**config.mk**
```make
export PLATFORM = sky130hd
export DESIGN_NAME = lat_tx
export DESIGN_NICKNAME = d
export VERILOG_FILES = /design/src/rtl/lat_pkg.sv /design/src/rtl/lat_mf_counter.sv /design/src/rtl/lat_sync_mon.sv /design/src/rtl/lat_octet_gen.sv /design/src/rtl/lat_tx.sv
export SDC_FILE = /design/constraint.sdc
export NUM_CORES = 1
export LEC_CHECK = 0
export BUFFER_PORTS_ARGS = -buffer_cell sky130_fd_sc_hd__buf_2
export CORE_AREA = 10 10 83 138
export DETAILED_ROUTE_END_ITERATION = 7
export DIE_AREA = 0 0 93 148
export PLACE_DENSITY = 0.8
export SLEW_MARGIN = 10
export SYNTH_ARGS = -nofsm -noshare
export SYNTH_HDL_FRONTEND = slang
export SYNTH_HIERARCHICAL = 1
export SYNTH_SLANG_ARGS = --single-unit
```
**constraint.sdc**
```tcl
create_clock -name clk -period 16.8 [get_ports clk]
set_clock_uncertainty 0.15 [all_clocks]
set_input_delay 1.68 -clock clk [delete_from_list [all_inputs] [get_ports clk]]
set_output_delay 1.68 -clock clk [all_outputs]
set_load 0.1 [all_outputs]
```
**src/rtl/lat_pkg.sv**
```systemverilog
package lat_pkg;

    typedef enum logic [1:0] {
        ST_CGS  = 2'd0,
        ST_ILAS = 2'd1,
        ST_DATA = 2'd2
    } tx_state_e;

    localparam logic [7:0] K_COMMA     = 8'hBC;
    localparam logic [7:0] K_MF_FIRST  = 8'h1C;
    localparam logic [7:0] K_MF_LAST   = 8'h7C;
    localparam logic [7:0] K_CFG_MARK  = 8'h9C;
    localparam int         ILAS_MFS    = 4;

endpackage

```
**src/rtl/lat_mf_counter.sv**
```systemverilog
module lat_mf_counter #(
    parameter int CNT_W = 10
) (
    input  logic             clk,
    input  logic             rst_n,
    input  logic [CNT_W-1:0] mf_len,
    output logic [CNT_W-1:0] oct_pos,
    output logic             mf_last
);

    logic [CNT_W-1:0] last_pos;

    assign last_pos = mf_len - 1'b1;
    assign mf_last  = (oct_pos == last_pos);

    always_ff @(posedge clk or negedge rst_n) begin
        if (!rst_n) begin
            oct_pos <= '0;
        end else if (oct_pos >= last_pos) begin
            oct_pos <= '0;
        end else begin
            oct_pos <= oct_pos + 1'b1;
        end
    end

    AST_POS_IN_RANGE: assert property (@(posedge clk) disable iff (!rst_n)
        oct_pos < mf_len);

endmodule

```
**src/rtl/lat_sync_mon.sv**
```systemverilog
module lat_sync_mon #(
    parameter int LOW_W = 10
) (
    input  logic             clk,
    input  logic             rst_n,
    input  logic             sync_n,
    input  logic             link_up,
    input  logic [LOW_W-1:0] thresh,
    output logic             reinit_req,
    output logic             err_report
);

    logic [LOW_W-1:0] low_cnt;

    assign reinit_req = !sync_n && link_up && (low_cnt == thresh - 1'b1);

    always_ff @(posedge clk or negedge rst_n) begin
        if (!rst_n) begin
            low_cnt    <= '0;
            err_report <= 1'b0;
        end else begin
            err_report <= sync_n && link_up && (low_cnt != '0);
            if (sync_n) begin
                low_cnt <= '0;
            end else if (low_cnt != thresh) begin
                low_cnt <= low_cnt + 1'b1;
            end
        end
    end

    AST_ERR_ONE_CYCLE: assert property (@(posedge clk) disable iff (!rst_n)
        err_report |=> !err_report);

endmodule

```
**src/rtl/lat_octet_gen.sv**
```systemverilog
module lat_octet_gen
    import lat_pkg::*;
#(
    parameter int LANES = 2,
    parameter int CNT_W = 10,
    parameter int MFI_W = 2
) (
    input  logic             in_ilas,
    input  logic [MFI_W-1:0] mf_idx,
    input  logic [CNT_W-1:0] pos,
    input  logic [CNT_W-1:0] mf_len,
    input  logic [7:0]       cfg_dev_id,
    input  logic [7:0]       cfg_f,
    input  logic [7:0]       cfg_k,
    output logic [7:0]       oct,
    output logic             ctrl
);

    logic [7:0] f_m1, k_m1, l_m1, chk;
    logic       cfg_mf;

    assign f_m1   = cfg_f - 8'd1;
    assign k_m1   = cfg_k - 8'd1;
    assign l_m1   = 8'(LANES - 1);
    assign chk    = cfg_dev_id + f_m1 + k_m1 + l_m1;
    assign cfg_mf = (mf_idx == MFI_W'(1));

    always_comb begin
        oct  = pos[7:0];
        ctrl = 1'b0;
        if (!in_ilas) begin
            oct  = K_COMMA;
            ctrl = 1'b1;
        end else if (pos == '0) begin
            oct  = K_MF_FIRST;
            ctrl = 1'b1;
        end else if (pos == mf_len - 1'b1) begin
            oct  = K_MF_LAST;
            ctrl = 1'b1;
        end else if (cfg_mf && pos <= CNT_W'(6)) begin
            unique case (pos[2:0])
                3'd1: begin oct = K_CFG_MARK; ctrl = 1'b1; end
                3'd2: oct = cfg_dev_id;
                3'd3: oct = f_m1;
                3'd4: oct = k_m1;
                3'd5: oct = l_m1;
                default: oct = chk;
            endcase
        end
    end

endmodule

```
**src/rtl/lat_tx.sv**
```systemverilog
module lat_tx
    import lat_pkg::*;
#(
    parameter int LANES = 2,
    parameter int CNT_W = 10
) (
    input  logic               clk,
    input  logic               rst_n,
    input  logic               sync_n,
    input  logic [7:0]         cfg_dev_id,
    input  logic [7:0]         cfg_oct_per_frame,
    input  logic [7:0]         cfg_frm_per_mf,
    input  logic [LANES*8-1:0] usr_data,
    output logic [LANES*8-1:0] tx_octet,
    output logic [LANES-1:0]   tx_is_ctrl,
    output logic               sod_strobe,
    output logic               err_report
);

    localparam int LOW_W = 10;
    localparam int MFI_W = $clog2(ILAS_MFS);

    tx_state_e        state, nxt;
    logic [MFI_W-1:0] mf_idx;
    logic             was_data;
    logic [CNT_W-1:0] mf_len;
    logic [CNT_W-1:0] oct_pos;
    logic             mf_last;
    logic             reinit_req;
    logic [LOW_W-1:0] thresh;
    logic [7:0]       seq_oct;
    logic             seq_ctrl;

    assign mf_len = CNT_W'(cfg_oct_per_frame) * CNT_W'(cfg_frm_per_mf);
    assign thresh = {cfg_oct_per_frame, 2'b00};

    lat_mf_counter #(.CNT_W(CNT_W)) u_cnt (
        .clk     (clk),
        .rst_n   (rst_n),
        .mf_len  (mf_len),
        .oct_pos (oct_pos),
        .mf_last (mf_last)
    );

    lat_sync_mon #(.LOW_W(LOW_W)) u_sync (
        .clk        (clk),
        .rst_n      (rst_n),
        .sync_n     (sync_n),
        .link_up    (state != ST_CGS),
        .thresh     (thresh),
        .reinit_req (reinit_req),
        .err_report (err_report)
    );

    lat_octet_gen #(.LANES(LANES), .CNT_W(CNT_W), .MFI_W(MFI_W)) u_gen (
        .in_ilas    (state == ST_ILAS),
        .mf_idx     (mf_idx),
        .pos        (oct_pos),
        .mf_len     (mf_len),
        .cfg_dev_id (cfg_dev_id),
        .cfg_f      (cfg_oct_per_frame),
        .cfg_k      (cfg_frm_per_mf),
        .oct        (seq_oct),
        .ctrl       (seq_ctrl)
    );

    // State register with multiframe index and data-entry history
    always_ff @(posedge clk or negedge rst_n) begin
        if (!rst_n) begin
            state    <= ST_CGS;
            mf_idx   <= '0;
            was_data <= 1'b0;
        end else begin
            state    <= nxt;
            was_data <= (state == ST_DATA);
            if (state != ST_ILAS) begin
                mf_idx <= '0;
            end else if (mf_last) begin
                mf_idx <= mf_idx + 1'b1;
            end
        end
    end

    // Transitions: CGS_TO_ILAS, ILAS_TO_DATA, LINK_TO_CGS
    always_comb begin
        nxt = state;
        unique case (state)
            ST_CGS:  if (sync_n && mf_last) nxt = ST_ILAS;
            ST_ILAS: begin
                if (reinit_req) begin
                    nxt = ST_CGS;
                end else if (mf_last && mf_idx == MFI_W'(ILAS_MFS - 1)) begin
                    nxt = ST_DATA;
                end
            end
            ST_DATA: if (reinit_req) nxt = ST_CGS;
            default: nxt = ST_CGS;
        endcase
    end

    // Outputs
    always_comb begin
        sod_strobe = (state == ST_DATA) && !was_data;
    end

    for (genvar ln = 0; ln < LANES; ln++) begin : g_lane
        always_comb begin
            if (state == ST_DATA) begin
                tx_octet[ln*8 +: 8] = usr_data[ln*8 +: 8];
                tx_is_ctrl[ln]      = 1'b0;
            end else begin
                tx_octet[ln*8 +: 8] = seq_oct;
                tx_is_ctrl[ln]      = seq_ctrl;
            end
        end
    end

    AST_ILAS_AT_BOUNDARY: assert property (@(posedge clk) disable iff (!rst_n)
        (state == ST_ILAS && $past(state) == ST_CGS) |-> (oct_pos == '0));

    AST_DATA_AFTER_FOURTH: assert property (@(posedge clk) disable iff (!rst_n)
        (state == ST_DATA && $past(state) == ST_ILAS)
            |-> ($past(mf_idx) == MFI_W'(ILAS_MFS - 1) && $past(mf_last)));

    AST_SOD_ONE_CYCLE: assert property (@(posedge clk) disable iff (!rst_n)
        sod_strobe |=> !sod_strobe);

    AST_REINIT_ON_LOW: assert property (@(posedge clk) disable iff (!rst_n)
        (state == ST_CGS && $past(state) != ST_CGS) |-> !$past(sync_n));

endmodule

```
# Yosys cells after proc, flatten, opt, wreduce, memory -nomap -nowiden

Index checks and enable logic that the tools add are counted.

Flip-flop bits (word level): 26

Magnitude comparators: 2
Add/subtract/negate cells: 10
Mux-type cells: 23
Reductions and logical operators: 17
Eq/ne operators: 16
Multiply operators: 1

Operator list:

| kind                    | number |
|---|---|
| $mux W8                 | 6 |
| $pmux W8 S5             | 1 |
| $mux W10                | 3 |
| $add A10 B1 Y10 const B | 2 |
| $eq A10 B10 Y1          | 2 |
| $sub A10 B1 Y10 const B | 2 |
| $add A8 B8 Y8           | 2 |
| $sub A8 B1 Y8 const B   | 2 |
| $mux W2                 | 6 |
| $ge A10 B10 Y1          | 1 |
| $le A10 B3 Y1 const B   | 1 |
| $logic_not A10 Y1       | 1 |
| $mul A8 B8 Y10          | 1 |
| $ne A10 B10 Y1          | 1 |
| $reduce_bool A10 Y1     | 1 |
| $add A8 B1 Y8 const B   | 1 |
| $logic_and A1 B1 Y1     | 8 |
| $eq A3 B2 Y1 const B    | 2 |
| $eq A3 B3 Y1 const B    | 2 |
| $mux W1                 | 6 |
| $pmux W2 S3             | 1 |
| $reduce_bool A2 Y1      | 3 |
| $eq A2 B1 Y1 const B    | 2 |
| $eq A2 B2 Y1 const B    | 2 |
| 8 further kinds         | 10 |

# Depth between registers and ports, before layout

Gate-level depths: netlist of the first run.

Depth after elaboration: 10
Depth in mapped cells: 24
Mapped depth without buffers: 24

# Cells and area by module

The synthesis of the first run kept the hierarchy.

Modules (own cells, without submodules):

| module         | area each (sq um) | cells an instance | seq. area each (sq um) | instances |
|---|---|---|---|---|
| lat_tx         | 1710.4            | 222               | 125.1                  | 1 |
| lat_octet_gen  | 1669.1            | 224               | 0.0                    | 1 |
| lat_sync_mon   | 1052.3            | 126               | 275.3                  | 1 |
| lat_mf_counter | 873.3             | 89                | 250.2                  | 1 |

# Worst setup path before layout of the first run

No wires, ideal clock.

Kind: input-to-output
Start: in cfg_oct_per_frame[3]
End: out tx_is_ctrl[1]
Setup slack: 8029 ps
Arrival time: 6941 ps
Buffers on the path: 1
Stages on the path: 22
Cell sequence: and2_1 > fa_1 > inv_1 > fa_1 > inv_1 > fa_1 > inv_1 > fa_1 > inv_1 > ha_1 > o21ai_0 > o21bai_1 > a21oi_1 > xnor2_1 > xnor2_1 > nor4bb_1 > nor3b_1 > nand2_1 > a21oi_2 > o31ai_1 > and2_1 > buf_4

Word-level cells in the longest chain between the ends: 7

Ends and longest elaborated chain:

| element            | RTL line            | RTL |
|---|---|---|
| start: declaration | lat_tx.sv:11        | `input logic [7:0] cfg_oct_per_frame,` |
| $mul A8 B8 Y10     | lat_tx.sv:34        | `assign mf_len = CNT_W'(cfg_oct_per_frame) * CNT_W'(cfg_frm_per_mf);` |
| via mf_len[9]      | lat_tx.sv:26        | `logic [CNT_W-1:0] mf_len;` |
| $sub A10 B1 Y10    | lat_octet_gen.sv:37 | `end else if (pos == mf_len - 1'b1) begin` |
| $eq A10 B10 Y1     | lat_octet_gen.sv:37 |  |
| $mux W1            | lat_octet_gen.sv:37 |  |
| $mux W1            | lat_octet_gen.sv:34 | `end else if (pos == '0) begin` |
| $mux W1            | lat_octet_gen.sv:31 | `if (!in_ilas) begin` |
| via seq_ctrl       | lat_tx.sv:32        | `logic seq_ctrl;` |
| $mux W1            | -                   |  |
| end: declaration   | lat_tx.sv:15        | `output logic [LANES-1:0] tx_is_ctrl,` |

The timed path passes the listed nets, and every way through them passes these cells.

# Worst setup path in the final report of the first run

Start: in cfg_oct_per_frame[0]
End: out tx_octet[1]

Elaborated cells on any way between the ends: 13
Those cells by class: 5 x add/sub; 1 x mul; 1 x eq/ne; 6 x mux

RTL lines:

| element          | RTL line            | RTL |
|---|---|---|
| $mul A8 B8 Y10   | lat_tx.sv:34        |  |
| via mf_len[7]    | lat_tx.sv:26        |  |
| $sub A10 B1 Y10  | lat_octet_gen.sv:37 |  |
| $eq A10 B10 Y1   | lat_octet_gen.sv:37 |  |
| $mux W8          | lat_octet_gen.sv:37 |  |
| $mux W8          | lat_octet_gen.sv:34 |  |
| $mux W8          | lat_octet_gen.sv:31 |  |
| via seq_oct[1]   | lat_tx.sv:31        | `logic [7:0] seq_oct;` |
| $mux W8          | lat_tx.sv:108       | `if (state == ST_DATA) begin` |
| end: declaration | lat_tx.sv:14        | `output logic [LANES*8-1:0] tx_octet,` |

The timed path passes the listed nets, and every way through them passes these cells.

==> run_summary.xml, run 1 <==
<?xml version="1.0" encoding="UTF-8"?>
<metrics>
  <group name="worst_setup_path">
    <metric name="required" unit="ns">14.97</metric>
    <metric name="timing.critical_path.slowest_cell_delay" unit="ns">0.55</metric>
    <metric name="crit_fanout" unit="">21</metric>
    <metric name="endpoint_kind" unit="">output pin</metric>
    <metric name="timing.rr.end" unit="">u_cnt/oct_pos[2]</metric>
    <metric name="crit_slowest_cell" unit="">fa_1</metric>
    <metric name="critical_path_class" unit="">in2out</metric>
    <metric name="worst_path_dominant_cell_family" unit="">adder cells</metric>
    <metric name="critical_path.cell_chain" unit="">buf_2, nand2_1, fa_1, fa_1, inv_1, fa_1, inv_1, fa_1, inv_1, ha_1, o21ai_0, nor2_1, a21oi_1, and3b_2, nor4bb_1, nor3b_1, nand2_1, a21oi_2, nor2b_1, nand2_1, nand2_1, buf_2</metric>
    <metric name="reg2reg_setup_slack" unit="ns">14.35</metric>
    <metric name="critPathArrivalTime" unit="ns">7.25</metric>
    <metric name="regToRegStartpoint" unit="">u_cnt/oct_pos[0]</metric>
    <metric name="worst-r2r-cell-count" unit="">6</metric>
    <metric name="critical_path.n_buffers_inverters" unit="">5</metric>
    <metric name="cp-start-kind" unit="">input port</metric>
  </group>
  <group name="yosys">
    <metric name="synth_area" unit="mm2">0.00531</metric>
    <metric name="largest_family_of_logic_cells_by_synthesized_area" unit="">simple AND/OR/NAND/NOR gates</metric>
    <metric name="post_synth_xor_area_fraction" unit="%">13.2</metric>
    <metric name="ys_ff_latch" unit="">26</metric>
    <metric name="netlist-cell-type-count" unit="">82</metric>
    <metric name="synthArstFlopShare" unit="%">100</metric>
    <metric name="muxShareOfSynthArea" unit="%">0.755</metric>
    <metric name="edff_count_synth" unit="">0</metric>
    <metric name="yosysSeqAreaShare" unit="%">12.3</metric>
    <metric name="synth_warnings" unit="">6</metric>
    <metric name="synth_simple_gate_area_share" unit="%">29.4</metric>
    <metric name="fraction_of_the_mapped_netlist_area_in_compound_gates" unit="%">14.7</metric>
    <metric name="synthCells" unit="">661</metric>
    <metric name="synthAdderAreaFrac" unit="%">22.2</metric>
    <metric name="syn-mean-instance-area" unit="um2">8.03</metric>
    <metric name="synthFlopType" unit="">dfrtp_1</metric>
  </group>
  <group name="cts">
    <metric name="clock_tree.buffer_depth" unit="">2</metric>
    <metric name="cts.htree.levels" unit="">1</metric>
    <metric name="tritoncts.num_buffers" unit="">3</metric>
    <metric name="ctsRootBufferMaster" unit="">clkbuf_16</metric>
    <metric name="post-cts-setup-buffer-count" unit="">0</metric>
    <metric name="clock_sinks" unit="">26</metric>
    <metric name="postCtsResizedCells" unit="">0</metric>
    <metric name="clk_pin_slew_worst_paths" unit="ns">0.06</metric>
    <metric name="clock_latency_on_the_worst_skew_pair" unit="ns">0.27</metric>
    <metric name="hold_buffers" unit="">0</metric>
    <metric name="cts_tree" unit="">built</metric>
  </group>
  <group name="worst_hold_path">
    <metric name="worstHoldPathType" unit="">reg2reg</metric>
    <metric name="holdPathStages" unit="">1</metric>
    <metric name="hold_path.startpoint" unit="">state[1]</metric>
    <metric name="holdPathEnd" unit="">state[0]</metric>
  </group>
  <group name="power_and_ir_drop">
    <metric name="total_power" unit="uW">677</metric>
    <metric name="worst_ir_drop_vdd" unit="mV">0.104</metric>
    <metric name="leakage_power_summed_over_all_cells" unit="uW">0.00258</metric>
    <metric name="power_density" unit="mW/mm2">117</metric>
  </group>
  <group name="timing">
    <metric name="setup_violations" unit="">0</metric>
    <metric name="worst-slew-pin-transition" unit="ns">0.974</metric>
    <metric name="achievable-frequency" unit="MHz">110</metric>
    <metric name="layout_worst_path_cycle_share" unit="%">54.1</metric>
    <metric name="setup_tns" unit="ns">0</metric>
    <metric name="rsz0062_at_grt" unit="">no</metric>
    <metric name="final_worst_path_period_need" unit="ns">9.08</metric>
    <metric name="finalHoldViolations" unit="">0</metric>
    <metric name="slew_hr" unit="%">35.1</metric>
    <metric name="finalMaxSlewViolations" unit="">0</metric>
  </group>
  <group name="detailed_routing">
    <metric name="dr.first_iter.drc_count" unit="">369</metric>
    <metric name="drt-total-wl" unit="um">14500</metric>
    <metric name="wire_length_per_cell_after_detailed_routing" unit="um">17.3</metric>
    <metric name="post_drt_via_cell_ratio" unit="">5.99</metric>
    <metric name="drtAntennaViolNets" unit="">0</metric>
    <metric name="drcViolationCount" unit="">0</metric>
    <metric name="num_vias" unit="">5003</metric>
    <metric name="detail_route.first_pass.iterations" unit="">7</metric>
  </group>
  <group name="cells_and_area">
    <metric name="final_non_filler_cells" unit="">835</metric>
    <metric name="num_antenna_cells" unit="">0</metric>
    <metric name="finalNetCount" unit="">835</metric>
    <metric name="layout.area.seq" unit="um2">651</metric>
    <metric name="postLayoutCoreUtil" unit="%">63.6</metric>
    <metric name="areaGrowthSynthToFinish" unit="%">9.08</metric>
    <metric name="filler_cell_count" unit="">821</metric>
    <metric name="final_common_cell" unit="">nand2_1</metric>
    <metric name="multiInputGateArea" unit="mm2">0.00429</metric>
    <metric name="drive_gt1_share" unit="%">14.3</metric>
    <metric name="top_library_cells_by_usage_in_the_layout_fill_and_taps_aside" unit="">nand2_1 (80), inv_1 (74), buf_2 (62)</metric>
  </group>
  <group name="floorplanning">
    <metric name="design.core.area" unit="mm2">0.00909</metric>
    <metric name="die-area" unit="mm2">0.0138</metric>
    <metric name="row_count" unit="">46</metric>
    <metric name="dieHeight" unit="um">148</metric>
    <metric name="die_w" unit="um">93</metric>
    <metric name="boundary_pins" unit="">63</metric>
    <metric name="start_util" unit="%">58.3</metric>
  </group>
  <group name="global_route">
    <metric name="grtUsageTotal" unit="%">20.4</metric>
    <metric name="grt_start_max_net_pins" unit="">29</metric>
    <metric name="grt_pass1_wl" unit="um">23600</metric>
    <metric name="number_of_antenna_violations_at_the_first_check_in_global_routing" unit="">0</metric>
    <metric name="number_of_global_route_vias_before_repair" unit="">5138</metric>
    <metric name="global_route.overflow_total" unit="">0</metric>
  </group>
  <group name="status">
    <metric name="outcome" unit="">completed</metric>
  </group>
  <group name="place">
    <metric name="dp_cells" unit="">831</metric>
    <metric name="routabilityCongestion" unit="">0.905</metric>
    <metric name="place_hpwl" unit="um">11400</metric>
    <metric name="port_buffers" unit="">62</metric>
  </group>
  <group name="run">
    <metric name="count_of_maximum_capacitance_violations" unit="">0</metric>
  </group>
</metrics>
## worst max-delay path by stage
stage                               from             to  slack, ns  cells past startpoint
floorplan           cfg_oct_per_frame[3]  tx_is_ctrl[1]       8.03                     22
global placement    cfg_oct_per_frame[0]    tx_octet[1]       7.88                     22
detailed placement  cfg_oct_per_frame[0]    tx_octet[1]       7.76                     22
CTS                 cfg_oct_per_frame[0]    tx_octet[1]       7.75                     22
global route        cfg_oct_per_frame[0]    tx_octet[1]       7.34                     22
finish              cfg_oct_per_frame[0]    tx_octet[1]       7.72                     22
## layer usage
layer | part of all wire, % | GRT usage [%] | vias up
met5 | 0 | 0 | -
met4 | 3.7 | 9.53 | 0
met3 | 4.7 | 2.59 | 45
met2 | 53 | 37.8 | 154
met1 | 38 | 22.0 | 2436
li1 | - | - | 2368
## power breakdown
| group | switching, uW | internal (uW) | leakage [uW] |
|---|---|---|---|
| Sequential | 45.8 | 72.7 | 0.000339 |
| Combinational | 292 | 196 | 0.00219 |
| Clock | 22.7 | 47.5 | 0.0000511 |
## per-stage QoR
stage               hold slack [ns]  instance area (um2)  worst slack [ns]
global placement              0.295                 5680              7.88
CTS                           0.329                 5790              7.75
finish                        0.328                 5790              7.72
floorplan                     0.281                 5330              8.03
detailed placement            0.318                 5680              7.76
global route                  0.349                 5790              7.34
## cell families (layout without fill, tap and decap cells)
logic type | count (synthesis) | after routing
XOR/XNOR | 75 | 75
adder cells (fa/ha/maj) | 76 | 76
AO/OA/AOI/OAI | 111 | 111
buffers and inverters | 95 | 142
multiplexers | 4 | 4
AND/OR/NAND/NOR | 273 | 273
flip-flops | 26 | 26
other | 1 | 8
## cell type report
type	instances	share of cell area, %
Timing Repair Buffer	62	5.36
Multi-Input combinational cell	547	74.1
Clock buffer	3	1.30
Sequential cell	26	11.2
Clock inverter	1	0.519
Tap cell	120	2.59
Inverter	76	4.93
## synthesized netlist by cell type, drive strengths merged (3+ instances only)
cell type	instances	area (um2)
o31ai	5	37.5
ha	46	576
nor4b	4	35.0
nand3	15	75.1
a21o	7	53.8
clkbuf	8	30.0
o21bai	4	30.0
and3	3	18.8
o211ai	3	22.5
xor2	18	158
o22ai	4	25.0
fa	30	601
nor3b	6	55.1
o21ai	17	96.4
nand4b	3	32.5
dfrtp	26	651
xnor2	54	473
or4	8	71.3
and2	38	240
o31a	4	36.3
a211o	4	36.3
a21oi	38	201
xnor3	3	67.6
nor2	37	139
nor3	24	146
nand2	80	300
a221oi	3	32.5
mux2i	4	40.0
buf	11	80.1
nand4	9	56.3
nor2b	6	37.5
or3	8	50.1
inv	75	282
nor4	12	148
or2	3	21.3
nand2b	10	70.1
## sequential cells by signal, indices dropped and copies added (netlist names)
name	cells
mf_idx	2
u_sync/low_cnt	10
state	2
was_data	1
u_sync/err_report	1
u_cnt/oct_pos	10
Power figures use the tool's default switching activity.
==> run 2, diff against run 1 <==
==> constraint.sdc (replaced) <==
create_clock -name clk -period 9.45 [get_ports clk]
set_clock_uncertainty 0.15 [all_clocks]
set_input_delay 0.945 -clock clk [delete_from_list [all_inputs] [get_ports clk]]
set_output_delay 0.945 -clock clk [all_outputs]
set_load 0.1 [all_outputs]
==> run_summary.xml, run 2 (synthesis results as in run 1) <==
<?xml version="1.0" encoding="UTF-8"?>
<metrics>
  <group name="status">
    <metric name="outcome" unit="">completed</metric>
  </group>
  <group name="timing">
    <metric name="setup_tns" unit="ns">0</metric>
    <metric name="finalMaxSlewViolations" unit="">0</metric>
    <metric name="layout_worst_path_cycle_share" unit="%">80.3</metric>
    <metric name="setup_violations" unit="">0</metric>
    <metric name="rsz0062_at_grt" unit="">no</metric>
    <metric name="achievable-frequency" unit="MHz">132</metric>
    <metric name="final_worst_path_period_need" unit="ns">7.59</metric>
    <metric name="worst-slew-pin-transition" unit="ns">0.952</metric>
    <metric name="finalHoldViolations" unit="">0</metric>
    <metric name="slew_hr" unit="%">36.6</metric>
  </group>
  <group name="place">
    <metric name="routabilityCongestion" unit="">0.905</metric>
    <metric name="place_hpwl" unit="um">11400</metric>
    <metric name="placed_area" unit="mm2">0.00568</metric>
    <metric name="port_buffers" unit="">62</metric>
  </group>
  <group name="cells_and_area">
    <metric name="top_library_cells_by_usage_in_the_layout_fill_and_taps_aside" unit="">nand2_1 (80), inv_1 (74), buf_2 (62)</metric>
    <metric name="areaGrowthSynthToFinish" unit="%">9.08</metric>
    <metric name="finalNetCount" unit="">835</metric>
    <metric name="top_regs" unit="">u_cnt/oct_pos (10), u_sync/low_cnt (10)</metric>
    <metric name="final_common_cell" unit="">nand2_1</metric>
    <metric name="drive_gt1_share" unit="%">14.3</metric>
    <metric name="num_antenna_cells" unit="">0</metric>
    <metric name="design_area" unit="mm2">0.00579</metric>
    <metric name="postLayoutCoreUtil" unit="%">63.6</metric>
  </group>
  <group name="detailed_routing">
    <metric name="drtAntennaViolNets" unit="">0</metric>
    <metric name="wire_length_per_cell_after_detailed_routing" unit="um">17.1</metric>
    <metric name="detail_route.first_pass.iterations" unit="">4</metric>
    <metric name="dr.first_iter.drc_count" unit="">233</metric>
    <metric name="num_vias" unit="">4979</metric>
    <metric name="drt-total-wl" unit="um">14300</metric>
    <metric name="drcViolationCount" unit="">0</metric>
    <metric name="post_drt_via_cell_ratio" unit="">5.96</metric>
  </group>
  <group name="worst_setup_path">
    <metric name="worst_path_dominant_cell_family" unit="">adder cells</metric>
    <metric name="cp-start-kind" unit="">input port</metric>
    <metric name="timing.critical_path.slowest_cell_delay" unit="ns">0.55</metric>
    <metric name="endpoint_kind" unit="">output pin</metric>
    <metric name="crit_slowest_cell" unit="">fa_1</metric>
    <metric name="critical_path.cell_chain" unit="">buf_2, nand2_1, fa_1, fa_1, inv_1, fa_1, inv_1, fa_1, inv_1, ha_1, o21ai_0, nor2_1, a21oi_1, and3b_2, nor4bb_1, nor3b_1, nand2_1, a21oi_2, nor2b_1, nand2_1, nand2_1, buf_2</metric>
    <metric name="crit_fanout" unit="">21</metric>
    <metric name="critical_path.n_buffers_inverters" unit="">5</metric>
    <metric name="critPathArrivalTime" unit="ns">6.49</metric>
    <metric name="required" unit="ns">8.36</metric>
    <metric name="critical_path_class" unit="">in2out</metric>
  </group>
  <group name="floorplanning">
    <metric name="design.core.area" unit="mm2">0.00909</metric>
    <metric name="die_w" unit="um">93</metric>
    <metric name="dieHeight" unit="um">148</metric>
    <metric name="die-area" unit="mm2">0.0138</metric>
    <metric name="boundary_pins" unit="">63</metric>
    <metric name="start_util" unit="%">58.3</metric>
    <metric name="row_count" unit="">46</metric>
  </group>
  <group name="cts">
    <metric name="clk_pin_slew_worst_paths" unit="ns">0.07</metric>
    <metric name="clock_latency_on_the_worst_skew_pair" unit="ns">0.27</metric>
    <metric name="cts_tree" unit="">built</metric>
    <metric name="tritoncts.num_buffers" unit="">3</metric>
    <metric name="postCtsResizedCells" unit="">0</metric>
    <metric name="cts.htree.levels" unit="">1</metric>
    <metric name="post-cts-setup-buffer-count" unit="">0</metric>
    <metric name="hold_buffers" unit="">0</metric>
    <metric name="ctsRootBufferMaster" unit="">clkbuf_16</metric>
    <metric name="clock_tree.buffer_depth" unit="">2</metric>
    <metric name="clock_sinks" unit="">26</metric>
  </group>
  <group name="worst_hold_path">
    <metric name="worstHoldPathType" unit="">reg2reg</metric>
  </group>
  <group name="global_route">
    <metric name="grt_start_max_net_pins" unit="">29</metric>
    <metric name="grtUsageTotal" unit="%">20.5</metric>
    <metric name="number_of_global_route_vias_before_repair" unit="">5098</metric>
    <metric name="globalRouteMet2Util" unit="%">38.1</metric>
    <metric name="number_of_antenna_violations_at_the_first_check_in_global_routing" unit="">0</metric>
    <metric name="grt_use_met3" unit="%">2.79</metric>
    <metric name="global_route.overflow_total" unit="">0</metric>
    <metric name="grt.met1_usage" unit="%">21.8</metric>
    <metric name="grt_pass1_wl" unit="um">23600</metric>
    <metric name="grt-busiest-layer" unit="">met2</metric>
  </group>
  <group name="run">
    <metric name="count_of_maximum_capacitance_violations" unit="">0</metric>
  </group>
  <group name="power_and_ir_drop">
    <metric name="power_density" unit="mW/mm2">208</metric>
    <metric name="leakage_power_summed_over_all_cells" unit="uW">0.00258</metric>
    <metric name="worst_ir_drop_vdd" unit="mV">0.172</metric>
  </group>
</metrics>
[run 2: cell counts in the layout (fill, tap and decap cells not counted)]
Identical to the previous run, type by type.
[run 2: worst paths after layout]
| kind | cells past startpoint | slack, ns | from | to |
|---|---|---|---|---|
| max in group asynchronous | 1 | 8.24 | rst_n | u_sync/low_cnt[6] |
| min reg2reg | 1 | 0.32 | state[1] | state[0] |
| min in group asynchronous | 1 | 0.52 | rst_n | u_sync/err_report |
| max | 22 | 1.86 | cfg_oct_per_frame[0] | tx_octet[1] |
| max reg2reg | 7 | 7.02 | u_cnt/oct_pos[2] | state[0] |
| min | 1 | 0.32 | state[1] | state[0] |
[run 2: power by group]
part	switching, uW	internal, uW
Sequential	80.7	129
Clock	40.4	84.4
Combinational	518	349
[run 2: stage by stage]
| step | setup WS (ns) | hold WS (ns) | total power [uW] | instances |
|---|---|---|---|---|
| 3_5_place_dp | 1.86 | 0.322 | 1060 | 831 |
| 3_3_place_gp | 2.00 | 0.295 | 1020 | 831 |
| 5_1_grt | 1.46 | 0.364 | 1300 | 835 |
| 4_1_cts | 1.87 | 0.331 | 1200 | 835 |
| 2_1_floorplan | 2.15 | 0.281 | 898 | 668 |
| 6_report | 1.86 | 0.320 | 1200 | 835 |
[run 2: final cells by class]
type	count	area, um2
clock buffer	3	75.1
clock inverter	1	30.0
fill	840	3310
inverter	76	285
multi-input combinational	547	4290
sequential	26	651
tap	120	150
timing repair buffer	62	310
[run 2: layer usage]
layer,share of wire (%),wire [um]
met2,53,7600
met5,0,0
met3,4.7,670
met1,38,5470
met4,3.8,541
==> run 3, diff against run 2 <==
--- a/config.mk
+++ b/config.mk
@@ -5,11 +5,12 @@
 export SDC_FILE = /design/constraint.sdc
 export NUM_CORES = 1
 export LEC_CHECK = 0
+export ABC_AREA = 1
 export BUFFER_PORTS_ARGS = -buffer_cell sky130_fd_sc_hd__buf_2
-export CORE_AREA = 10 10 83 138
+export CORE_AREA = 10 10 88 148
 export DETAILED_ROUTE_END_ITERATION = 7
-export DIE_AREA = 0 0 93 148
-export PLACE_DENSITY = 0.8
+export DIE_AREA = 0 0 98 158
+export PLACE_DENSITY = 0.78
 export SLEW_MARGIN = 10
 export SYNTH_ARGS = -nofsm -noshare
 export SYNTH_HDL_FRONTEND = slang
==> constraint.sdc (replaced) <==
create_clock -name clk -period 6.9 [get_ports clk]
set_clock_uncertainty 0.15 [all_clocks]
set_input_delay 0.69 -clock clk [delete_from_list [all_inputs] [get_ports clk]]
set_output_delay 0.69 -clock clk [all_outputs]
set_load 0.1 [all_outputs]
==> run_summary.xml, run 3 <==
<?xml version="1.0" encoding="UTF-8"?>
<metrics>
  <group name="yosys">
    <metric name="synth_warnings" unit="">6</metric>
    <metric name="muxShareOfSynthArea" unit="%">0</metric>
    <metric name="synth_top_area_cell" unit="">nand2_1</metric>
    <metric name="largest_family_of_logic_cells_by_synthesized_area" unit="">simple AND/OR/NAND/NOR gates</metric>
    <metric name="synth_area" unit="mm2">0.00579</metric>
    <metric name="most_numerous_cell_in_the_yosys_netlist" unit="">nand2_1</metric>
    <metric name="synth_simple_gate_area_share" unit="%">41.2</metric>
    <metric name="synth_top_area_share" unit="%">18.9</metric>
    <metric name="netlist_top_cells_count" unit="">nand2_1 (291), inv_1 (197), nor2_1 (80), nand3_1 (68), ha_1 (46)</metric>
    <metric name="edff_count_synth" unit="">0</metric>
    <metric name="synthTopCellsByArea" unit="">nand2_1 (19%), inv_1 (13%), dfrtp_1 (11%)</metric>
    <metric name="synthArstFlopShare" unit="%">100</metric>
    <metric name="ys_ff_latch" unit="">26</metric>
    <metric name="netlist-cell-type-count" unit="">42</metric>
    <metric name="yosysSeqAreaShare" unit="%">11.2</metric>
    <metric name="post_synth_xor_area_fraction" unit="%">7.11</metric>
    <metric name="synthCells" unit="">945</metric>
    <metric name="syn-mean-instance-area" unit="um2">6.13</metric>
    <metric name="synthAdderAreaFrac" unit="%">20.3</metric>
    <metric name="synthFlopType" unit="">dfrtp_1</metric>
    <metric name="fraction_of_the_mapped_netlist_area_in_compound_gates" unit="%">4.78</metric>
  </group>
  <group name="detailed_routing">
    <metric name="wire_length_per_cell_after_detailed_routing" unit="um">13.8</metric>
    <metric name="wl_met1" unit="um">5720</metric>
    <metric name="drcViolationCount" unit="">0</metric>
    <metric name="num_vias" unit="">5900</metric>
    <metric name="drt-total-wl" unit="um">15600</metric>
    <metric name="post_drt_via_cell_ratio" unit="">5.21</metric>
    <metric name="wl_met3" unit="um">424</metric>
    <metric name="detail_route.first_pass.iterations" unit="">5</metric>
    <metric name="met2WireLength" unit="um">8810</metric>
    <metric name="dr.first_iter.drc_count" unit="">263</metric>
    <metric name="drtAntennaViolNets" unit="">0</metric>
    <metric name="highest-signal-layer" unit="">met4</metric>
  </group>
  <group name="worst_setup_path">
    <metric name="crit_fanout" unit="">16</metric>
    <metric name="required" unit="ns">6.06</metric>
    <metric name="reg2reg_setup_slack" unit="ns">4.49</metric>
    <metric name="worst-r2r-cell-count" unit="">11</metric>
    <metric name="regToRegStartpoint" unit="">u_cnt/oct_pos[7]</metric>
    <metric name="critical_path_class" unit="">in2out</metric>
    <metric name="cp-start-kind" unit="">input port</metric>
    <metric name="endpoint_kind" unit="">output pin</metric>
    <metric name="critPathArrivalTime" unit="ns">5.57</metric>
    <metric name="timing.rr.end" unit="">state[0]</metric>
  </group>
  <group name="cells_and_area">
    <metric name="final_common_cell" unit="">nand2_1</metric>
    <metric name="final_non_filler_cells" unit="">1133</metric>
    <metric name="drive_gt1_share" unit="%">13.0</metric>
    <metric name="postLayoutCoreUtil" unit="%">59.5</metric>
    <metric name="top_regs" unit="">u_cnt/oct_pos (10), u_sync/low_cnt (10)</metric>
    <metric name="finalNetCount" unit="">1122</metric>
    <metric name="areaGrowthSynthToFinish" unit="%">8.69</metric>
    <metric name="top_library_cells_by_usage_in_the_layout_fill_and_taps_aside" unit="">nand2_1 (291), inv_1 (197), nor2_1 (79)</metric>
  </group>
  <group name="timing">
    <metric name="achievable-frequency" unit="MHz">156</metric>
    <metric name="setup_tns" unit="ns">0</metric>
    <metric name="setup_violations" unit="">0</metric>
    <metric name="finalHoldViolations" unit="">0</metric>
    <metric name="worst-slew-pin-transition" unit="ns">0.758</metric>
    <metric name="rsz0062_at_grt" unit="">no</metric>
    <metric name="final_worst_path_period_need" unit="ns">6.41</metric>
    <metric name="layout_worst_path_cycle_share" unit="%">92.9</metric>
    <metric name="slew_hr" unit="%">49.3</metric>
    <metric name="finalMaxSlewViolations" unit="">0</metric>
  </group>
  <group name="floorplanning">
    <metric name="row_count" unit="">50</metric>
    <metric name="dieHeight" unit="um">158</metric>
    <metric name="die_w" unit="um">98</metric>
    <metric name="design.core.area" unit="mm2">0.0106</metric>
    <metric name="start_util" unit="%">54.8</metric>
    <metric name="die-area" unit="mm2">0.0155</metric>
    <metric name="boundary_pins" unit="">63</metric>
  </group>
  <group name="cts">
    <metric name="clock_tree.buffer_depth" unit="">2</metric>
    <metric name="cts.htree.levels" unit="">1</metric>
    <metric name="postCtsResizedCells" unit="">0</metric>
    <metric name="hold_buffers" unit="">0</metric>
    <metric name="ctsRootBufferMaster" unit="">clkbuf_16</metric>
    <metric name="clock_latency_on_the_worst_skew_pair" unit="ns">0.26</metric>
    <metric name="post-cts-setup-buffer-count" unit="">0</metric>
    <metric name="tritoncts.num_buffers" unit="">3</metric>
    <metric name="clock_sinks" unit="">26</metric>
    <metric name="clk_pin_slew_worst_paths" unit="ns">0.06</metric>
    <metric name="cts_tree" unit="">built</metric>
  </group>
  <group name="run">
    <metric name="count_of_maximum_capacitance_violations" unit="">0</metric>
  </group>
  <group name="power_and_ir_drop">
    <metric name="worst_ir_drop_vdd" unit="mV">0.549</metric>
    <metric name="leakage_power_summed_over_all_cells" unit="uW">0.00374</metric>
    <metric name="power_density" unit="mW/mm2">341</metric>
  </group>
  <group name="global_route">
    <metric name="global_route.overflow_total" unit="">0</metric>
    <metric name="grt_start_max_net_pins" unit="">27</metric>
    <metric name="grtUsageTotal" unit="%">19.6</metric>
    <metric name="grt_pass1_wl" unit="um">25900</metric>
    <metric name="number_of_global_route_vias_before_repair" unit="">5812</metric>
    <metric name="number_of_antenna_violations_at_the_first_check_in_global_routing" unit="">0</metric>
  </group>
  <group name="worst_hold_path">
    <metric name="worstHoldPathType" unit="">in2async</metric>
  </group>
  <group name="status">
    <metric name="outcome" unit="">completed</metric>
  </group>
  <group name="place">
    <metric name="place_hpwl" unit="um">12900</metric>
    <metric name="routabilityCongestion" unit="">0.953</metric>
    <metric name="dp_cells" unit="">1128</metric>
    <metric name="port_buffers" unit="">62</metric>
  </group>
</metrics>
==> run 3: cell types whose count changed in the layout (fill, tap and decap cells not counted), moves of 12 or more <==
cell and delta:
nand4_1 +15, a21oi_1 -21, nand2_1 +211, xnor2_1 -34, nand3_1 +53, nor3_1 -16
inv_1 +123, nor2_1 +42, and2_1 -35, inv_2 +12
==> run 3: cell families (layout without fill, tap and decap cells) <==
logic type | count (synthesis) | count (layout)
adders and majority gates | 76 | 76
xor gates and xnor gates | 47 | 47
AOI/OAI and AO/OA | 47 | 47
DFF | 26 | 26
other | 1 | 6
buffers and inverters | 226 | 279
and+or+nand+nor | 522 | 522
==> run 3: worst max-delay path by stage <==
stage                         end                 start
detailed placement   tx_octet[14]  cfg_oct_per_frame[1]
finish                tx_octet[6]  cfg_oct_per_frame[1]
floorplan           tx_is_ctrl[1]  cfg_oct_per_frame[0]
CTS                  tx_octet[14]  cfg_oct_per_frame[1]
global placement      tx_octet[6]  cfg_oct_per_frame[1]
global route          tx_octet[6]  cfg_oct_per_frame[2]
==> run 3: where the power goes <==
| group | switching, uW | total, uW | internal (uW) |
|---|---|---|---|
| Combinational | 1250 | 1750 | 494 |
| Sequential | 73.5 | 257 | 183 |
| Clock | 52.1 | 141 | 88.7 |
| Total | 1380 | 2150 | 766 |
==> run 3: stage by stage <==
step	worst slack, ns	cell area (um2)	power (uW)	hold WS, ns
2_1_floorplan	0.0899	5810	1690	0.244
5_1_grt	0.0694	6290	2340	0.336
4_1_cts	0.481	6290	2150	0.307
3_3_place_gp	0.541	6200	1980	0.401
6_report	0.488	6290	2150	0.291
3_5_place_dp	0.494	6200	2000	0.420
==> run 3: critical path, stage by stage <==
cell and delay (ns):
buf_2 0.20, nand2_1 0.09, inv_1 0.05, fa_1 0.45
fa_1 0.54, inv_1 0.05, fa_1 0.46, fa_1 0.54
inv_1 0.04, ha_1 0.33, nand2_1 0.07, o21ai_1 0.19
nand2_1 0.07, nand2_1 0.08, nand2_1 0.05, nand2_1 0.05
nand3_1 0.07, nand2_1 0.10, xor2_1 0.18, xor2_1 0.19
nand3_2 0.10, nor2_4 0.22, nor2_1 0.08, nor2_1 0.09
nand2_1 0.08, nand2_1 0.07, buf_2 0.42
==> run 3: cell type report <==
class / instances / area, um2
fillers: 1096 / 4280
multi-input cells: 697 / 4270
inverters: 211 / 792
flip-flops and latches: 26 / 651
repair buffers: 64 / 325
well taps: 130 / 163
clock buffers: 4 / 88.8
diodes: 1 / 2.50
==> run 3: per-layer routing <==
metal  track usage [%]  vias to the layer above
li1                  -                     2984
met5                 0                        -
met3              1.48                       51
met2              39.4                      117
met4              8.34                        0
met1              19.6                     2748
